**src/rtl/rd_upsizer_pkg.sv**
```systemverilog
package rd_upsizer_pkg;

  localparam logic [1:0] BURST_INCR = 2'b01;

  // Head-of-queue padding figures offered by control to the datapath.
  typedef struct packed {
    logic       avail;
    logic [7:0] startLane;
    logic [7:0] endPad;
  } headInfo_t;

endpackage

```
**src/rtl/rd_upsizer_ctrl.sv**
```systemverilog
module rd_upsizer_ctrl
  import rd_upsizer_pkg::*;
#(
  parameter int NARROW_W   = 32,
  parameter int WIDE_W     = 128,
  parameter int ADDR_W     = 32,
  parameter int ID_W       = 4,
  parameter int LEN_W      = 8,
  parameter int FIFO_DEPTH = 4
) (
  input  logic              clk,
  input  logic              rst_n,
  input  logic              sArValid,
  output logic              sArReady,
  input  logic [ID_W-1:0]   sArId,
  input  logic [ADDR_W-1:0] sArAddr,
  input  logic [LEN_W-1:0]  sArLen,
  input  logic [2:0]        sArSize,
  input  logic [1:0]        sArBurst,
  output logic              mArValid,
  input  logic              mArReady,
  output logic [ID_W-1:0]   mArId,
  output logic [ADDR_W-1:0] mArAddr,
  output logic [LEN_W-1:0]  mArLen,
  output logic [2:0]        mArSize,
  output logic [1:0]        mArBurst,
  output headInfo_t         head,
  input  logic              burstDone
);

  localparam int NB_LOG = $clog2(NARROW_W / 8);
  localparam int WB_LOG = $clog2(WIDE_W / 8);
  localparam int R_LOG  = WB_LOG - NB_LOG;
  localparam int SUM_W  = LEN_W + R_LOG + 1;
  localparam int PTR_W  = (FIFO_DEPTH > 1) ? $clog2(FIFO_DEPTH) : 1;
  localparam int CNT_W  = $clog2(FIFO_DEPTH + 1);
  localparam logic [ADDR_W-1:0] LOW_MASK = ADDR_W'((1 << WB_LOG) - 1);

  logic [R_LOG-1:0] startPad, endPad;
  logic [SUM_W-1:0] sumBeats, paddedBeats;
  logic             idOk, hasRoom, legal, gate, push;

  logic [R_LOG-1:0] startQ [FIFO_DEPTH];
  logic [R_LOG-1:0] endQ   [FIFO_DEPTH];
  logic [PTR_W-1:0] wrPtr, rdPtr;
  logic [CNT_W-1:0] count;
  logic [ID_W-1:0]  lastId;

  // Padding and wide length for the request on the port.
  always_comb begin
    startPad    = sArAddr[WB_LOG-1:NB_LOG];
    sumBeats    = SUM_W'(startPad) + SUM_W'(sArLen) + SUM_W'(1);
    endPad      = '0 - sumBeats[R_LOG-1:0];
    paddedBeats = sumBeats + SUM_W'(endPad);
  end

  // Acceptance gating.
  always_comb begin
    idOk     = (count == '0) || (sArId == lastId);
    hasRoom  = count < CNT_W'(FIFO_DEPTH);
    legal    = (sArBurst == BURST_INCR) && (sArSize == 3'(NB_LOG));
    gate     = legal && idOk && hasRoom;
    mArValid = sArValid && gate;
    sArReady = mArReady && gate;
    push     = sArValid && sArReady;
  end

  assign mArId    = sArId;
  assign mArAddr  = sArAddr & ~LOW_MASK;
  assign mArLen   = LEN_W'((paddedBeats >> R_LOG) - SUM_W'(1));
  assign mArSize  = 3'(WB_LOG);
  assign mArBurst = BURST_INCR;

  // Padding queue.
  always_ff @(posedge clk) begin
    if (push) begin
      startQ[wrPtr] <= startPad;
      endQ[wrPtr]   <= endPad;
    end
  end

  always_ff @(posedge clk) begin
    if (!rst_n) begin
      wrPtr  <= '0;
      rdPtr  <= '0;
      count  <= '0;
      lastId <= '0;
    end else begin
      if (push) begin
        wrPtr  <= (wrPtr == PTR_W'(FIFO_DEPTH - 1)) ? '0 : wrPtr + 1'b1;
        lastId <= sArId;
      end
      if (burstDone)
        rdPtr <= (rdPtr == PTR_W'(FIFO_DEPTH - 1)) ? '0 : rdPtr + 1'b1;
      case ({push, burstDone})
        2'b10:   count <= count + 1'b1;
        2'b01:   count <= count - 1'b1;
        default: count <= count;
      endcase
    end
  end

  always_comb begin
    head.avail     = (count != '0);
    head.startLane = 8'(startQ[rdPtr]);
    head.endPad    = 8'(endQ[rdPtr]);
  end

endmodule

```
**src/rtl/rd_upsizer_dp.sv**
```systemverilog
module rd_upsizer_dp
  import rd_upsizer_pkg::*;
#(
  parameter int NARROW_W = 32,
  parameter int WIDE_W   = 128,
  parameter int ID_W     = 4
) (
  input  logic                clk,
  input  logic                rst_n,
  input  headInfo_t           head,
  output logic                burstDone,
  input  logic                mRValid,
  output logic                mRReady,
  input  logic [ID_W-1:0]     mRId,
  input  logic [WIDE_W-1:0]   mRData,
  input  logic [1:0]          mRResp,
  input  logic                mRLast,
  output logic                sRValid,
  input  logic                sRReady,
  output logic [ID_W-1:0]     sRId,
  output logic [NARROW_W-1:0] sRData,
  output logic [1:0]          sRResp,
  output logic                sRLast
);

  localparam int RATIO = WIDE_W / NARROW_W;
  localparam int R_LOG = $clog2(RATIO);

  logic [NARROW_W-1:0] laneWords [RATIO];
  logic [7:0]          lane, effLane, endLane;
  logic                midBurst, finalLane, xfer;

  for (genvar g = 0; g < RATIO; g++) begin : gLane
    assign laneWords[g] = mRData[g*NARROW_W +: NARROW_W];
  end

  always_comb begin
    effLane   = midBurst ? lane : head.startLane;
    endLane   = mRLast ? (8'(RATIO - 1) - head.endPad) : 8'(RATIO - 1);
    finalLane = (effLane == endLane);
    sRValid   = mRValid && head.avail;
    sRData    = laneWords[effLane[R_LOG-1:0]];
    sRId      = mRId;
    sRResp    = mRResp;
    sRLast    = mRLast && finalLane;
    xfer      = sRValid && sRReady;
    mRReady   = xfer && finalLane;
    burstDone = xfer && sRLast;
  end

  always_ff @(posedge clk) begin
    if (!rst_n) begin
      lane     <= '0;
      midBurst <= 1'b0;
    end else if (xfer) begin
      if (finalLane) begin
        lane     <= '0;
        midBurst <= !mRLast;
      end else begin
        lane     <= effLane + 8'd1;
        midBurst <= 1'b1;
      end
    end
  end

endmodule

```
**src/rtl/rd_upsizer.sv**
```systemverilog
module rd_upsizer
  import rd_upsizer_pkg::*;
#(
  parameter int NARROW_W   = 32,
  parameter int WIDE_W     = 128,
  parameter int ADDR_W     = 32,
  parameter int ID_W       = 4,
  parameter int LEN_W      = 8,
  parameter int FIFO_DEPTH = 4
) (
  input  logic                clk,
  input  logic                rst_n,
  input  logic                sArValid,
  output logic                sArReady,
  input  logic [ID_W-1:0]     sArId,
  input  logic [ADDR_W-1:0]   sArAddr,
  input  logic [LEN_W-1:0]    sArLen,
  input  logic [2:0]          sArSize,
  input  logic [1:0]          sArBurst,
  output logic                mArValid,
  input  logic                mArReady,
  output logic [ID_W-1:0]     mArId,
  output logic [ADDR_W-1:0]   mArAddr,
  output logic [LEN_W-1:0]    mArLen,
  output logic [2:0]          mArSize,
  output logic [1:0]          mArBurst,
  input  logic                mRValid,
  output logic                mRReady,
  input  logic [ID_W-1:0]     mRId,
  input  logic [WIDE_W-1:0]   mRData,
  input  logic [1:0]          mRResp,
  input  logic                mRLast,
  output logic                sRValid,
  input  logic                sRReady,
  output logic [ID_W-1:0]     sRId,
  output logic [NARROW_W-1:0] sRData,
  output logic [1:0]          sRResp,
  output logic                sRLast
);

  headInfo_t head;
  logic      burstDone;

  rd_upsizer_ctrl #(
    .NARROW_W(NARROW_W), .WIDE_W(WIDE_W), .ADDR_W(ADDR_W),
    .ID_W(ID_W), .LEN_W(LEN_W), .FIFO_DEPTH(FIFO_DEPTH)
  ) uCtrl (
    .clk(clk), .rst_n(rst_n),
    .sArValid(sArValid), .sArReady(sArReady), .sArId(sArId),
    .sArAddr(sArAddr), .sArLen(sArLen), .sArSize(sArSize), .sArBurst(sArBurst),
    .mArValid(mArValid), .mArReady(mArReady), .mArId(mArId),
    .mArAddr(mArAddr), .mArLen(mArLen), .mArSize(mArSize), .mArBurst(mArBurst),
    .head(head), .burstDone(burstDone)
  );

  rd_upsizer_dp #(
    .NARROW_W(NARROW_W), .WIDE_W(WIDE_W), .ID_W(ID_W)
  ) uDp (
    .clk(clk), .rst_n(rst_n), .head(head), .burstDone(burstDone),
    .mRValid(mRValid), .mRReady(mRReady), .mRId(mRId), .mRData(mRData),
    .mRResp(mRResp), .mRLast(mRLast),
    .sRValid(sRValid), .sRReady(sRReady), .sRId(sRId), .sRData(sRData),
    .sRResp(sRResp), .sRLast(sRLast)
  );

endmodule

```
**config.mk**
```make
export PLATFORM = sky130hd
export DESIGN_NAME = rd_upsizer
export DESIGN_NICKNAME = d
export VERILOG_FILES = /design/src/rtl/rd_upsizer_pkg.sv /design/src/rtl/rd_upsizer_ctrl.sv /design/src/rtl/rd_upsizer_dp.sv /design/src/rtl/rd_upsizer.sv
export SDC_FILE = /design/constraint.sdc
export NUM_CORES = 1
export LEC_CHECK = 0
export ABC_CLOCK_PERIOD_IN_PS = 5400
export BUFFER_PORTS_ARGS = -buffer_cell sky130_fd_sc_hd__buf_2
export CORE_AREA = 3 3 107 109
export CTS_CLUSTER_DIAMETER = 50
export DETAILED_ROUTE_END_ITERATION = 7
export DIE_AREA = 0 0 110 112
export PLACE_DENSITY = 0.74
export SYNTH_ARGS = -nofsm -noshare
export SYNTH_HDL_FRONTEND = slang
export SYNTH_SLANG_ARGS = --single-unit
export TNS_END_PERCENT = 1
```
**constraint.sdc**
```tcl
create_clock -name clk -period 5.4 [get_ports clk]
set_input_delay 1.08 -clock clk [delete_from_list [all_inputs] [get_ports clk]]
set_output_delay 1.08 -clock clk [all_outputs]
set_load 0.02 [all_outputs]
```
# Word-level counts from Yosys, hierarchy flattened
# Memories as Yosys holds them, arrays and structs flattened. A register that Yosys moved wholly into a read port is not among the register bits.
# Cells that the tools add are included.
dict set report totals {
  word_cells 62
  in_bits 190
  out_inout_bits 92
  rom_bits 0
  n_memories 2
  ff_bits 20
  ram_bits 16
  latch_bits 0
}
# memory depth word_bits read_ports rd_ports_with_merged_regs write_ports line
set mem_list {}
lappend mem_list {uCtrl.endQ 4 2 1 1 1 rd_upsizer_ctrl.sv:44} ;# logic [R_LOG-1:0] endQ [FIFO_DEPTH];
lappend mem_list {uCtrl.startQ 4 2 1 1 1 rd_upsizer_ctrl.sv:43} ;# logic [R_LOG-1:0] startQ [FIFO_DEPTH];
dict set report classes {
  n_eq_ne 8
  n_lt_le_gt_ge 2
  addsub 11
  n_mux 16
  mul 0
  shift 0
  div_mod_pow 0
  reduce_logical 16
  n_bitwise 1
}
# operator n
set op_table {}
lappend op_table {{binary-select mux 32 bit (select 2 bit)} 1}
lappend op_table {{two-way mux 32 bit} 2}
lappend op_table {{two-way mux 8 bit} 3}
lappend op_table {{two-way mux 2 bit} 6}
lappend op_table {{logical AND 1 bit} 11}
lappend op_table {{adder 10 x 1 -> 10 bit, second input constant} 1}
lappend op_table {{adder 10 x 2 -> 10 bit} 1}
lappend op_table {{adder 2 x 8 -> 9 bit} 1}
lappend op_table {{adder 8 x 1 -> 8 bit, second input constant} 1}
lappend op_table {{== test 8 bit} 1}
lappend op_table {{subtractor 8 x 1 -> 8 bit, second input constant} 1}
lappend op_table {{== test 2 bit, second input constant} 3}
lappend op_table {{one-hot mux 3 bit (2 select lines)} 1}
lappend op_table {{adder 2 x 1 -> 2 bit, second input constant} 2}
lappend op_table {{== test 2 x 1 -> 1 bit, second input constant} 2}
lappend op_table {{== test 4 bit} 1}
lappend op_table {{adder 3 x 1 -> 3 bit, second input constant} 1}
lappend op_table {{== test 3 x 2 -> 1 bit, second input constant} 1}
lappend op_table {{greater-or-equal comparator 3 bit, second input constant} 1}
lappend op_table {{logical NOT 3 bit} 1}
lappend op_table {{less-than comparator 3 bit, second input constant} 1}
lappend op_table {{two-way mux 1 bit} 3}
lappend op_table {{inverter 2 -> 3 bit} 1}
lappend op_table {{nonzero test 3 bit} 1}
lappend op_table {{6 further kinds} 6}

# Depth between registers and ports, before layout
# Gate-level depths: netlist of run 1.
dict set report depth {
  word_depth 8
  mapped_depth 12
  mapped_depth_nobuf 11
}

# By module
# From an unflattened synthesis of run 1, not the netlist that was laid out.
dict set report hier_totals {
  hier_cells 544
  hier_area_um2 4151.5
}
# mod n_inst cells_per_inst area_each_um2 seq_area_each_um2
set modules_own_cells {}
lappend modules_own_cells {rd_upsizer_ctrl 1 211 2197.1 740.7}
lappend modules_own_cells {rd_upsizer_dp 1 333 1954.4 180.2}

# Least setup slack after synthesis of run 1
# No wires, ideal clock.
dict set report synth_path {
  kind {input to output}
  startpoint {in sArAddr[2]}
  endpoint {out mArLen[6]}
  t_arrival_ns 3.863
  path_stages 11
  t_required_ns 4.320
  setup_slack_ns 0.457
  path_buffers 1
  path_cell_list {ha_1 -> fa_1 -> ha_1 -> buf_2 -> xnor3_4 -> nor2_2 -> a32oi_1 -> o211a_1 -> a211oi_1 -> o2111ai_1 -> xor2_1}
}
dict set report synth_between {
  elab_chain_cells 5
}
# element line
set synth_rtl {}
lappend synth_rtl {{start: declaration} rd_upsizer.sv:16} ;# input logic [ADDR_W-1:0] sArAddr,
lappend synth_rtl {{adder 2 x 8 -> 9 bit *} rd_upsizer_ctrl.sv:52} ;# sumBeats = SUM_W'(startPad) + SUM_W'(sArLen) + SUM_W'(1);
lappend synth_rtl {{adder 10 x 1 -> 10 bit *} rd_upsizer_ctrl.sv:52}
lappend synth_rtl {{subtractor 1 x 2 -> 2 bit} rd_upsizer_ctrl.sv:53} ;# endPad = '0 - sumBeats[R_LOG-1:0];
lappend synth_rtl {{adder 10 x 2 -> 10 bit *} rd_upsizer_ctrl.sv:54} ;# paddedBeats = sumBeats + SUM_W'(endPad);
lappend synth_rtl {{subtractor 8 x 1 -> 8 bit *} rd_upsizer_ctrl.sv:70} ;# assign mArLen = LEN_W'((paddedBeats >> R_LOG) - SUM_W'(1));
lappend synth_rtl {{end: declaration} rd_upsizer.sv:24} ;# output logic [LEN_W-1:0] mArLen,
# Mark *: on every way between the ends. The rest lies on a longest branch, timed or not.

# Worst setup path in the final report of run 1
# Ends and elaborated chain as after synthesis.

==> impl_metrics.csv, run 1 <==
group,metric,value,unit
clocking,numCtsBuffers,5,
clocking,path_clk_slew,0.07,ns
yosys,synth_top_area_share,0.138,
yosys,synth.distinct_cells,66,
yosys,synth-seq-cells,38,
layout,area_delta_synth_final,21.5,%
pwr,vdd.ir_drop.worst,0.000143,V
placement,place_area,4770,µm²
sta,skew,0.00774,ns
yosys,yosys_warnings,0,
critical_path,critPathLaunchType,"input port",
clocking,cts_hold_buf,0,
global_routing,grt-ovfl-total,0,
detailed_routing,first_pass_iters,5,
critical_path,required,4.32,ns
clocking,ctsResizeCount,0,
sta,tns,0,ns
layout,design_area,4850,µm²
global_routing,use_met3,0.0522,
global_routing,met1_usage,0.208,
yosys,syn_area,3990,µm²
detailed_routing,drc,0,
sta,finalSetupViolCount,0,
floorplan,rows,38,
sta,fin_hold_ws,0.514,ns
hold_path,holdCritPathClass,"reg2reg",
sta,drv_slew,0,
sta,period_minus_slack,5.20,ns
floorplan,die_y,112,µm
detailed_routing,wirelength,11.9,mm
floorplan,num_io_pins,282,
yosys,synth_top_area_cell,"nand2_1",
yosys,yosysSeqAreaShare,0.231,
yosys,synth.most_common_cell,"nand2_1",
run_status,status,"completed",
clocking,clk_path_buf_depth,2,
detailed_routing,ant_nets,0,
yosys,synthFlopType,"dfxtp_1",
critical_path,cp_max_fo,7,
pwr,leakage,0.00230,µW
global_routing,grt_pass1_wl,17.8,mm
layout,layout.cells.non_filler,817,
detailed_routing,first_iter_violations,263,
critical_path,end_kind,"primary output",
yosys,avgSynthCellArea,7.49,µm²
floorplan,die_x,110,µm
detailed_routing,vias_per_cell,5.01,
pwr,powerDensity,159,nW/µm²
placement,port_buffers,202,
sta,fin_crit_sh,0.964,
yosys,netlist_top_cells_area,"nand2_1 14%, edfxtp_1 12%, dfxtp_1 11%",
critical_path,crit_type,"in2out",
global_routing,grt_antenna_before_repair,1,
critical_path,critical_path_arrival,4.12,ns
clocking,cts_tree,"yes",
clocking,clock_latency,0.29,ns
sta,hold_viol,0,
clocking,htreeDepth,2,
yosys,netlist_instances,533,
detailed_routing,wire_per_inst,14.6,µm
sta,max_clock_freq,192,MHz
global_routing,busiest_layer,"met2",
run,drv_cap,0,
placement,dp_cells,809,
floorplan,core,10700,µm²
layout,drive_gt1_frac,0.343,
yosys,synth_common_cells,"147 x nand2_1, 47 x buf_4, 37 x and3_1, 33 x a31oi_1",
sta,rsz0062_at_grt,"false",
layout,nets,881,
yosys,async_flop_share,0,
sta,tightest_slew,1.11,ns
detailed_routing,dr_total_vias,4092,
yosys,synth_edf_count,16,
global_routing,grt_max_degree,66,
clocking,cts-root-buf,"clkbuf_8",
placement,dpl.hpwl,9.40,mm
global_routing,grtUsageMet2,0.326,
global_routing,grt_pass1_vias,3786,
layout,n_antenna_cell,0,
floorplan,die_area,12300,µm²
floorplan,start_util,0.373,
sta,relSlewSlack,0.262,
clocking,cts_sinks,38,
global_routing,grt_usage,0.180,
placement,gp_congestion,0.836,
clocking,post-cts-setup-buffer-count,0,
layout,num-fill-cells,1156,
==> sequential cells by signal, summed over array words and instances (netlist names), named ones only <==
name and cells:
uCtrl.wrPtr 2, uDp.midBurst 1, uCtrl.count 3, uCtrl.endQ 8, uCtrl.lastId 4, uCtrl.rdPtr 2, uDp.lane 8, uCtrl.startQ 8
==> per-layer routing <==
layer / vias to the layer above / share of wire
li1: 2064 / -
met1: 1837 / 0.40
met2: 174 / 0.49
met3: 15 / 0.10
met4: 2 / 0.0094
met5: - / 0.0011
==> final cells by class <==
type / instances / area [µm²] / share of cell area
Inverter: 14 / 52.6 / 0.0108
Tap cell: 140 / 175 / 0.0361
Multi-Input combinational cell: 410 / 2570 / 0.531
Sequential cell: 38 / 921 / 0.190
Timing Repair Buffer: 207 / 1050 / 0.216
Clock inverter: 3 / 11.3 / 0.00232
Clock buffer: 5 / 68.8 / 0.0142
==> cells by family (layout without fill, tap and decap cells) <==
family,Yosys count,after routing,share of synthesized area
simple gates,257,257,0.310
buf+inv,92,229,0.137
compound gates,79,79,0.136
flops,38,38,0.231
xor+xnor,36,36,0.0852
fa+ha+maj,15,15,0.0508
mux,14,14,0.0486
other cells,2,9,0.00188
==> final timing paths <==
kind	depth (start not counted)	from	slack, ns	to
max	12	sArAddr[2]	0.20	mArLen[6]
min	2	uDp.lane[1]	0.51	uDp.lane[1]
max reg2reg	11	register	1.85	uCtrl.count[2]
min reg2reg	2	uDp.lane[1]	0.51	uDp.lane[1]
==> metrics by stage <==
step / worst slack, ns / utilization / total power (µW)
2_1_floorplan: 0.457 / - / 533
3_3_place_gp: 0.293 / 0.446 / 598
3_5_place_dp: 0.225 / 0.446 / 601
4_1_cts: 0.215 / 0.453 / 778
5_1_grt: 0.0331 / 0.453 / 817
6_report: 0.195 / 0.453 / 773
==> critical path, cell delays in order <==
cell	delay (ns)
buf_2	0.13
ha_1	0.24
fa_1	0.52
ha_1	0.25
xnor3_4	0.49
nor2_2	0.23
a32oi_1	0.13
o211a_1	0.23
a211oi_1	0.30
o2111ai_1	0.16
xor2_1	0.18
buf_2	0.19
==> power by group <==
part / internal [µW] / switching [µW] / total [µW]
Clock: 86.0 / 93.4 / 179
Sequential: 303 / 0.324 / 303
Combinational: 127 / 163 / 291
==> placed cells by master, fill, tap and decap left out, drive strengths merged, types with 6 or more instances in the layout <==
cell	instances
buf	207
a31oi	33
dfxtp	22
nand3	14
inv	13
nor3	6
xnor2	22
conb	9
and3	38
nor2	13
and2	6
xor2	13
ha	13
a21boi	8
edfxtp	16
o21ai	10
a21oi	8
mux2i	10
nand2	147
nor2b	11
Note: power is estimated with default switching activity, not from simulation.
==> run 2, diff against run 1 <==
--- a/config.mk
+++ b/config.mk
@@ -12,6 +12,7 @@
 export DETAILED_ROUTE_END_ITERATION = 7
 export DIE_AREA = 0 0 110 112
 export PLACE_DENSITY = 0.74
+export SETUP_SLACK_MARGIN = 0.2
 export SYNTH_ARGS = -nofsm -noshare
 export SYNTH_HDL_FRONTEND = slang
 export SYNTH_SLANG_ARGS = --single-unit
==> constraint.sdc (replaced) <==
create_clock -name clk -period 5.4 [get_ports clk]
set_input_delay 0 -clock clk [delete_from_list [all_inputs] [get_ports clk]]
set_output_delay 0 -clock clk [all_outputs]
set_load 0.02 [all_outputs]
==> run 2 against run 1 <==
Compared with the run above: power grew 15%; maximum frequency increased by 35%; die area did not move; sequential cell count unchanged.
==> impl_metrics.csv, run 2 (synthesis results as in run 1) <==
group,metric,value,unit
global_routing,grt-ovfl-total,0,
sta,fin_crit_sh,0.715,
sta,drv_slew,0,
critical_path,slowest_delay,0.58,ns
layout,nets,885,
floorplan,rows,38,
detailed_routing,wire_per_inst,14.4,µm
clocking,post-cts-setup-buffer-count,0,
clocking,clk_path_buf_depth,2,
hold_path,holdCritPathClass,"in2out",
sta,relSlewSlack,0.252,
critical_path,cp_max_fo,10,
clocking,cts_tree,"yes",
sta,skew,0.00366,ns
critical_path,rr_worst_depth,10,
critical_path,cpLargestDelayFamily,"adder cells",
sta,tightest_slew,1.12,ns
sta,finalSetupViolCount,0,
critical_path,cp_cell_sequence,"dlygate4sd3_1 -> buf_2 -> ha_1 -> fa_1 -> ha_1 -> xnor3_4 -> nor2_2 -> a32oi_1 -> o211a_1 -> a211oi_1 -> o2111ai_1 -> xor2_1 -> buf_2",
pwr,vdd.ir_drop.worst,0.000170,V
sta,rsz0062_at_grt,"false",
clocking,cts_sinks,38,
floorplan,core,10700,µm²
sta,hold_viol,0,
hold_path,hp-start,"sArAddr[4]",
detailed_routing,wirelength,11.8,mm
layout,reg_top3,"uCtrl.endQ: 8 flops, uCtrl.startQ: 8 flops, uDp.lane: 8 flops",
clocking,cts-root-buf,"clkbuf_8",
pwr,leakage,0.00235,µW
floorplan,start_util,0.373,
hold_path,hold_path_end,"mArAddr[4]",
layout,layout_commonest_cell,"buf_2",
detailed_routing,ant_nets,0,
global_routing,grt_antenna_before_repair,2,
pwr,powerDensity,180,nW/µm²
detailed_routing,met1_length,4.81,mm
detailed_routing,dr_total_vias,4149,
layout,drive_gt1_frac,0.342,
critical_path,r2r_end,"uDp.lane[6]",
placement,gp_congestion,0.860,
hold_path,holdPathStages,0,
run_status,status,"completed",
clocking,clock_latency,0.29,ns
layout,final_cell_mix,"202 x buf_2, 147 x nand2_1, 37 x and3_1",
layout,design_area,4960,µm²
clocking,numCtsBuffers,5,
detailed_routing,wl_met2,5.67,mm
global_routing,grt_max_degree,67,
floorplan,num_io_pins,282,
global_routing,grt_usage,0.177,
floorplan,die_y,112,µm
run,drv_cap,0,
critical_path,critical_path.startpoint,"sArAddr[2]",
critical_path,required,5.40,ns
sta,tns,0,ns
sta,max_clock_freq,259,MHz
critical_path,r2r_start,"uDp.midBurst",
floorplan,die_x,110,µm
detailed_routing,vias_per_cell,5.05,
critical_path,crit_type,"in2out",
global_routing,grt_pass1_wl,17.4,mm
critical_path,end_kind,"primary output",
critical_path,critPathBufInv,3,
placement,place_area,4760,µm²
sta,period_minus_slack,3.86,ns
critical_path,crit_slowest_cell,"fa_1",
critical_path,critPathLaunchType,"input port",
detailed_routing,first_pass_iters,4,
placement,dpl.hpwl,9.16,mm
critical_path,rrSetupSlack,1.84,ns
detailed_routing,drc,0,
layout,area_delta_synth_final,24.3,%
critical_path,critical_path_arrival,3.86,ns
global_routing,grt_pass1_vias,3702,
clocking,ctsResizeCount,0,
clocking,htreeDepth,2,
placement,port_buffers,202,
floorplan,die_area,12300,µm²
detailed_routing,first_iter_violations,333,
detailed_routing,dr_wl_met3,1.09,mm
detailed_routing,top_layer_used,"met5",
[run 2: cell count changes in the layout (fill, tap and decap cells not counted), sizes merged]
| cell | change |
|---|---|
| bufinv | +2 |
| clkbuf | +1 |
| clkinv | -3 |
| buf | -2 |
| diode | +1 |
| dlygate4sd3 | +6 |
[run 2: worst max path at each step]
stage	endpoint	slack [ns]	cells past startpoint
CTS	mArLen[4]	1.60	13
global route	mArLen[6]	1.37	13
floorplan	uCtrl.count[2]	2.31	10
detailed placement	uDp.lane[6]	1.88	10
finish	mArLen[6]	1.54	13
global placement	uDp.lane[6]	1.86	10
[run 2: layout make-up]
class | instances | area [µm²]
antenna | 1 | 2.50
clock buffer | 6 | 82.6
clock inverter | 2 | 60.1
fill | 1088 | 5740
inverter | 14 | 52.6
multi-input combinational | 410 | 2570
sequential | 38 | 921
tap | 140 | 175
timing repair buffer | 211 | 1090
[run 2: report_power, final]
group	internal, µW	total (µW)	switching (µW)
combinational	129	292	163
clock	197	297	99.7
sequential	303	303	0.306
total	628	891	263
[run 2: metrics by stage]
step	util	hold WS [ns]	power, µW	setup WS [ns]	instances
floorplan	-	0.0989	533	2.31	540
global placement	0.445	0.000137	597	1.86	807
detailed placement	0.445	0.000137	598	1.88	807
CTS	0.464	0.000137	900	1.60	821
global route	0.464	0.0000979	940	1.37	822
finish	0.464	0.0000262	891	1.54	822
[run 2: metal layers]
metal  track usage  up-vias
li1              -     2078
met1         0.209     1875
met2         0.306      173
met3        0.0516       21
met4        0.0524        2
met5             0        -
[run 2: what timing repair did]
item	in CTS	in global routing
hold endpoints to repair	12	0
hold buffers	6	0
endpoints found under the setup margin	0	0
==> run 3, diff against run 2 <==
--- a/config.mk
+++ b/config.mk
@@ -5,13 +5,13 @@
 export SDC_FILE = /design/constraint.sdc
 export NUM_CORES = 1
 export LEC_CHECK = 0
-export ABC_CLOCK_PERIOD_IN_PS = 5400
+export ABC_CLOCK_PERIOD_IN_PS = 3250
 export BUFFER_PORTS_ARGS = -buffer_cell sky130_fd_sc_hd__buf_2
-export CORE_AREA = 3 3 107 109
+export CORE_MARGIN = 3
+export CORE_UTILIZATION = 38
 export CTS_CLUSTER_DIAMETER = 50
 export DETAILED_ROUTE_END_ITERATION = 7
-export DIE_AREA = 0 0 110 112
-export PLACE_DENSITY = 0.74
+export PLACE_DENSITY = 0.78
 export SETUP_SLACK_MARGIN = 0.2
 export SYNTH_ARGS = -nofsm -noshare
 export SYNTH_HDL_FRONTEND = slang
==> constraint.sdc (replaced) <==
create_clock -name clk -period 3.25 [get_ports clk]
set_input_delay 0 -clock clk [delete_from_list [all_inputs] [get_ports clk]]
set_output_delay 0 -clock clk [all_outputs]
set_load 0.02 [all_outputs]
==> run 3 against run 2 <==
Compared with the run above: setup slack got worse by 1.2 ns; sequential cell count did not move; cell count down 0.36%; cell area decreased by 0.15%; routed wire length up 0.92%; combinational power increased by 68%; global-route usage increased by 0.58 points; sequential power increased by 66%.
==> impl_metrics.csv, run 3 (synthesis results as in run 1) <==
group,metric,value,unit
run,drv_cap,0,
pwr,powerDensity,270,nW/µm²
critical_path,end_kind,"register",
sta,fin_crit_sh,0.889,
global_routing,grt_antenna_before_repair,0,
sta,finalSetupViolCount,0,
clocking,cts_sinks,38,
sta,max_clock_freq,346,MHz
pwr,sequentialPowerShare,0.376,
critical_path,path_common_cell,"xor2_1",
hold_path,holdCritPathClass,"in2out",
detailed_routing,wire_per_inst,14.5,µm
global_routing,grt_max_degree,66,
clocking,clock_latency,0.29,ns
run_status,status,"completed",
detailed_routing,first_iter_violations,444,
detailed_routing,drc,0,
pwr,switching_share,0.334,
placement,place_area,4810,µm²
critical_path,critPathBufInv,1,
placement,port_buffers,202,
detailed_routing,ant_nets,0,
clocking,post-cts-setup-buffer-count,0,
sta,hold_viol,0,
detailed_routing,vias_per_cell,5.12,
global_routing,grt_usage,0.183,
pwr,p_switching,446,µW
critical_path,critical_path_arrival,3.11,ns
floorplan,num_io_pins,282,
sta,rsz0062_at_grt,"true",
layout,final_cell_mix,"202 x buf_2, 146 x nand2_1, 37 x and3_1",
critical_path,cpLargestDelayFamily,"multiplexers",
critical_path,critPathLaunchType,"register",
detailed_routing,wirelength,11.9,mm
sta,relSlewSlack,0.577,
layout,final_core_util,0.495,
critical_path,required,3.47,ns
layout,drive_gt1_frac,0.359,
sta,fin_hold_ws,0.00000881,ns
floorplan,rows,36,
pwr,internal_power,889,µW
clocking,cts_tree,"yes",
clocking,cts-root-buf,"clkbuf_8",
layout,reg_top3,"uCtrl.endQ: 8 flops, uCtrl.startQ: 8 flops, uDp.lane: 8 flops",
sta,drv_slew,0,
pwr,clockPowerShare,0.255,
critical_path,slowest_delay,0.53,ns
clocking,numCtsBuffers,5,
global_routing,grt_pass1_wl,17.4,mm
floorplan,die_area,11800,µm²
pwr,comb_power_share,0.369,
placement,dpl.hpwl,9.38,mm
detailed_routing,dr_total_vias,4195,
critical_path,cp_cell_sequence,"mux4_2 -> mux2i_4 -> xor2_1 -> nor4_4 -> ha_1 -> inv_1 -> fa_1 -> xor2_1 -> or3_1 -> a21boi_0",
sta,period_minus_slack,2.89,ns
critical_path,cp_max_fo,4,
floorplan,core,10000,µm²
layout,multi_input_area,2600,µm²
detailed_routing,first_pass_iters,5,
layout,design_area,4950,µm²
layout,register_area,925,µm²
sta,tightest_slew,0.634,ns
layout,nets,889,
sta,skew,0.00470,ns
critical_path,crit_type,"reg2reg",
critical_path,crit_slowest_cell,"mux4_2",
pwr,vdd.ir_drop.worst,0.000317,V
layout,num-fill-cells,995,
sta,tns,0,ns
layout,area_delta_synth_final,24.1,%
clocking,clk_path_buf_depth,2,
hold_path,hp-start,"sArAddr[26]",
global_routing,grt_pass1_vias,3595,
floorplan,die_y,109,µm
clocking,htreeDepth,2,
clocking,path_clk_slew,0.08,ns
pwr,leakage,0.00236,µW
floorplan,die_x,109,µm
layout,layout_commonest_cell,"buf_2",
placement,gp_congestion,0.879,
floorplan,start_util,0.399,
global_routing,grt-ovfl-total,0,
## run 3: routing by layer
metal | global-route usage | vias to the layer above | wire (µm)
met3 | 0.0364 | 15 | 1100
li1 | - | 2085 | -
met2 | 0.314 | 197 | 5760
met4 | 0.0550 | 0 | 244
met5 | 0 | - | 0
met1 | 0.231 | 1898 | 4810
## run 3: final timing paths
kind | slack, ns | cells after the start | to
setup / recovery | 0.36 | 10 | uCtrl.count[2]
hold / removal | 0.000009 | 0 | mArAddr[26]
setup reg to reg | 0.36 | 10 | uCtrl.count[2]
hold reg to reg | 0.51 | 2 | uCtrl.wrPtr[0]
## run 3: cell type report
cell class | count | share of cell area
Antenna cell | 1 | 0.000505
Clock buffer | 6 | 0.0167
Clock inverter | 2 | 0.00253
Inverter | 14 | 0.0106
Multi-Input combinational cell | 410 | 0.525
Sequential cell | 38 | 0.187
Tap cell | 133 | 0.0336
Timing Repair Buffer | 215 | 0.225
## run 3: power by group through the flow
stage | logic (µW) | clock network [µW] | registers, µW
2_1_floorplan | 372 | 0 | 514
3_3_place_gp | 477 | 0 | 514
3_5_place_dp | 480 | 0 | 514
4_1_cts | 486 | 344 | 503
5_1_grt | 537 | 364 | 502
6_report | 492 | 341 | 502
## run 3: stage by stage
step	power (µW)	cells	setup slack (ns)
floorplan	886	540	0.250
global placement	991	808	0.339
detailed placement	994	808	0.285
CTS	1330	818	0.231
global route	1400	818	0.161
finish	1340	819	0.360
## run 3: what timing repair did
action                                  in CTS  in global routing
gates resized for setup                      0                  7
endpoints found under the setup margin       0                  4
hold buffers                                 2                  0
endpoints found under the hold margin        8                  0
## run 3: worst reg2reg max path, stage by stage (launching register included)
cell and delay, ns:
dfxtp_4 0.39, mux4_2 0.53, mux2i_4 0.17, xor2_1 0.12
nor4_4 0.29, ha_1 0.22, inv_1 0.06, fa_1 0.37
xor2_1 0.17, or3_1 0.32, a21boi_0 0.19
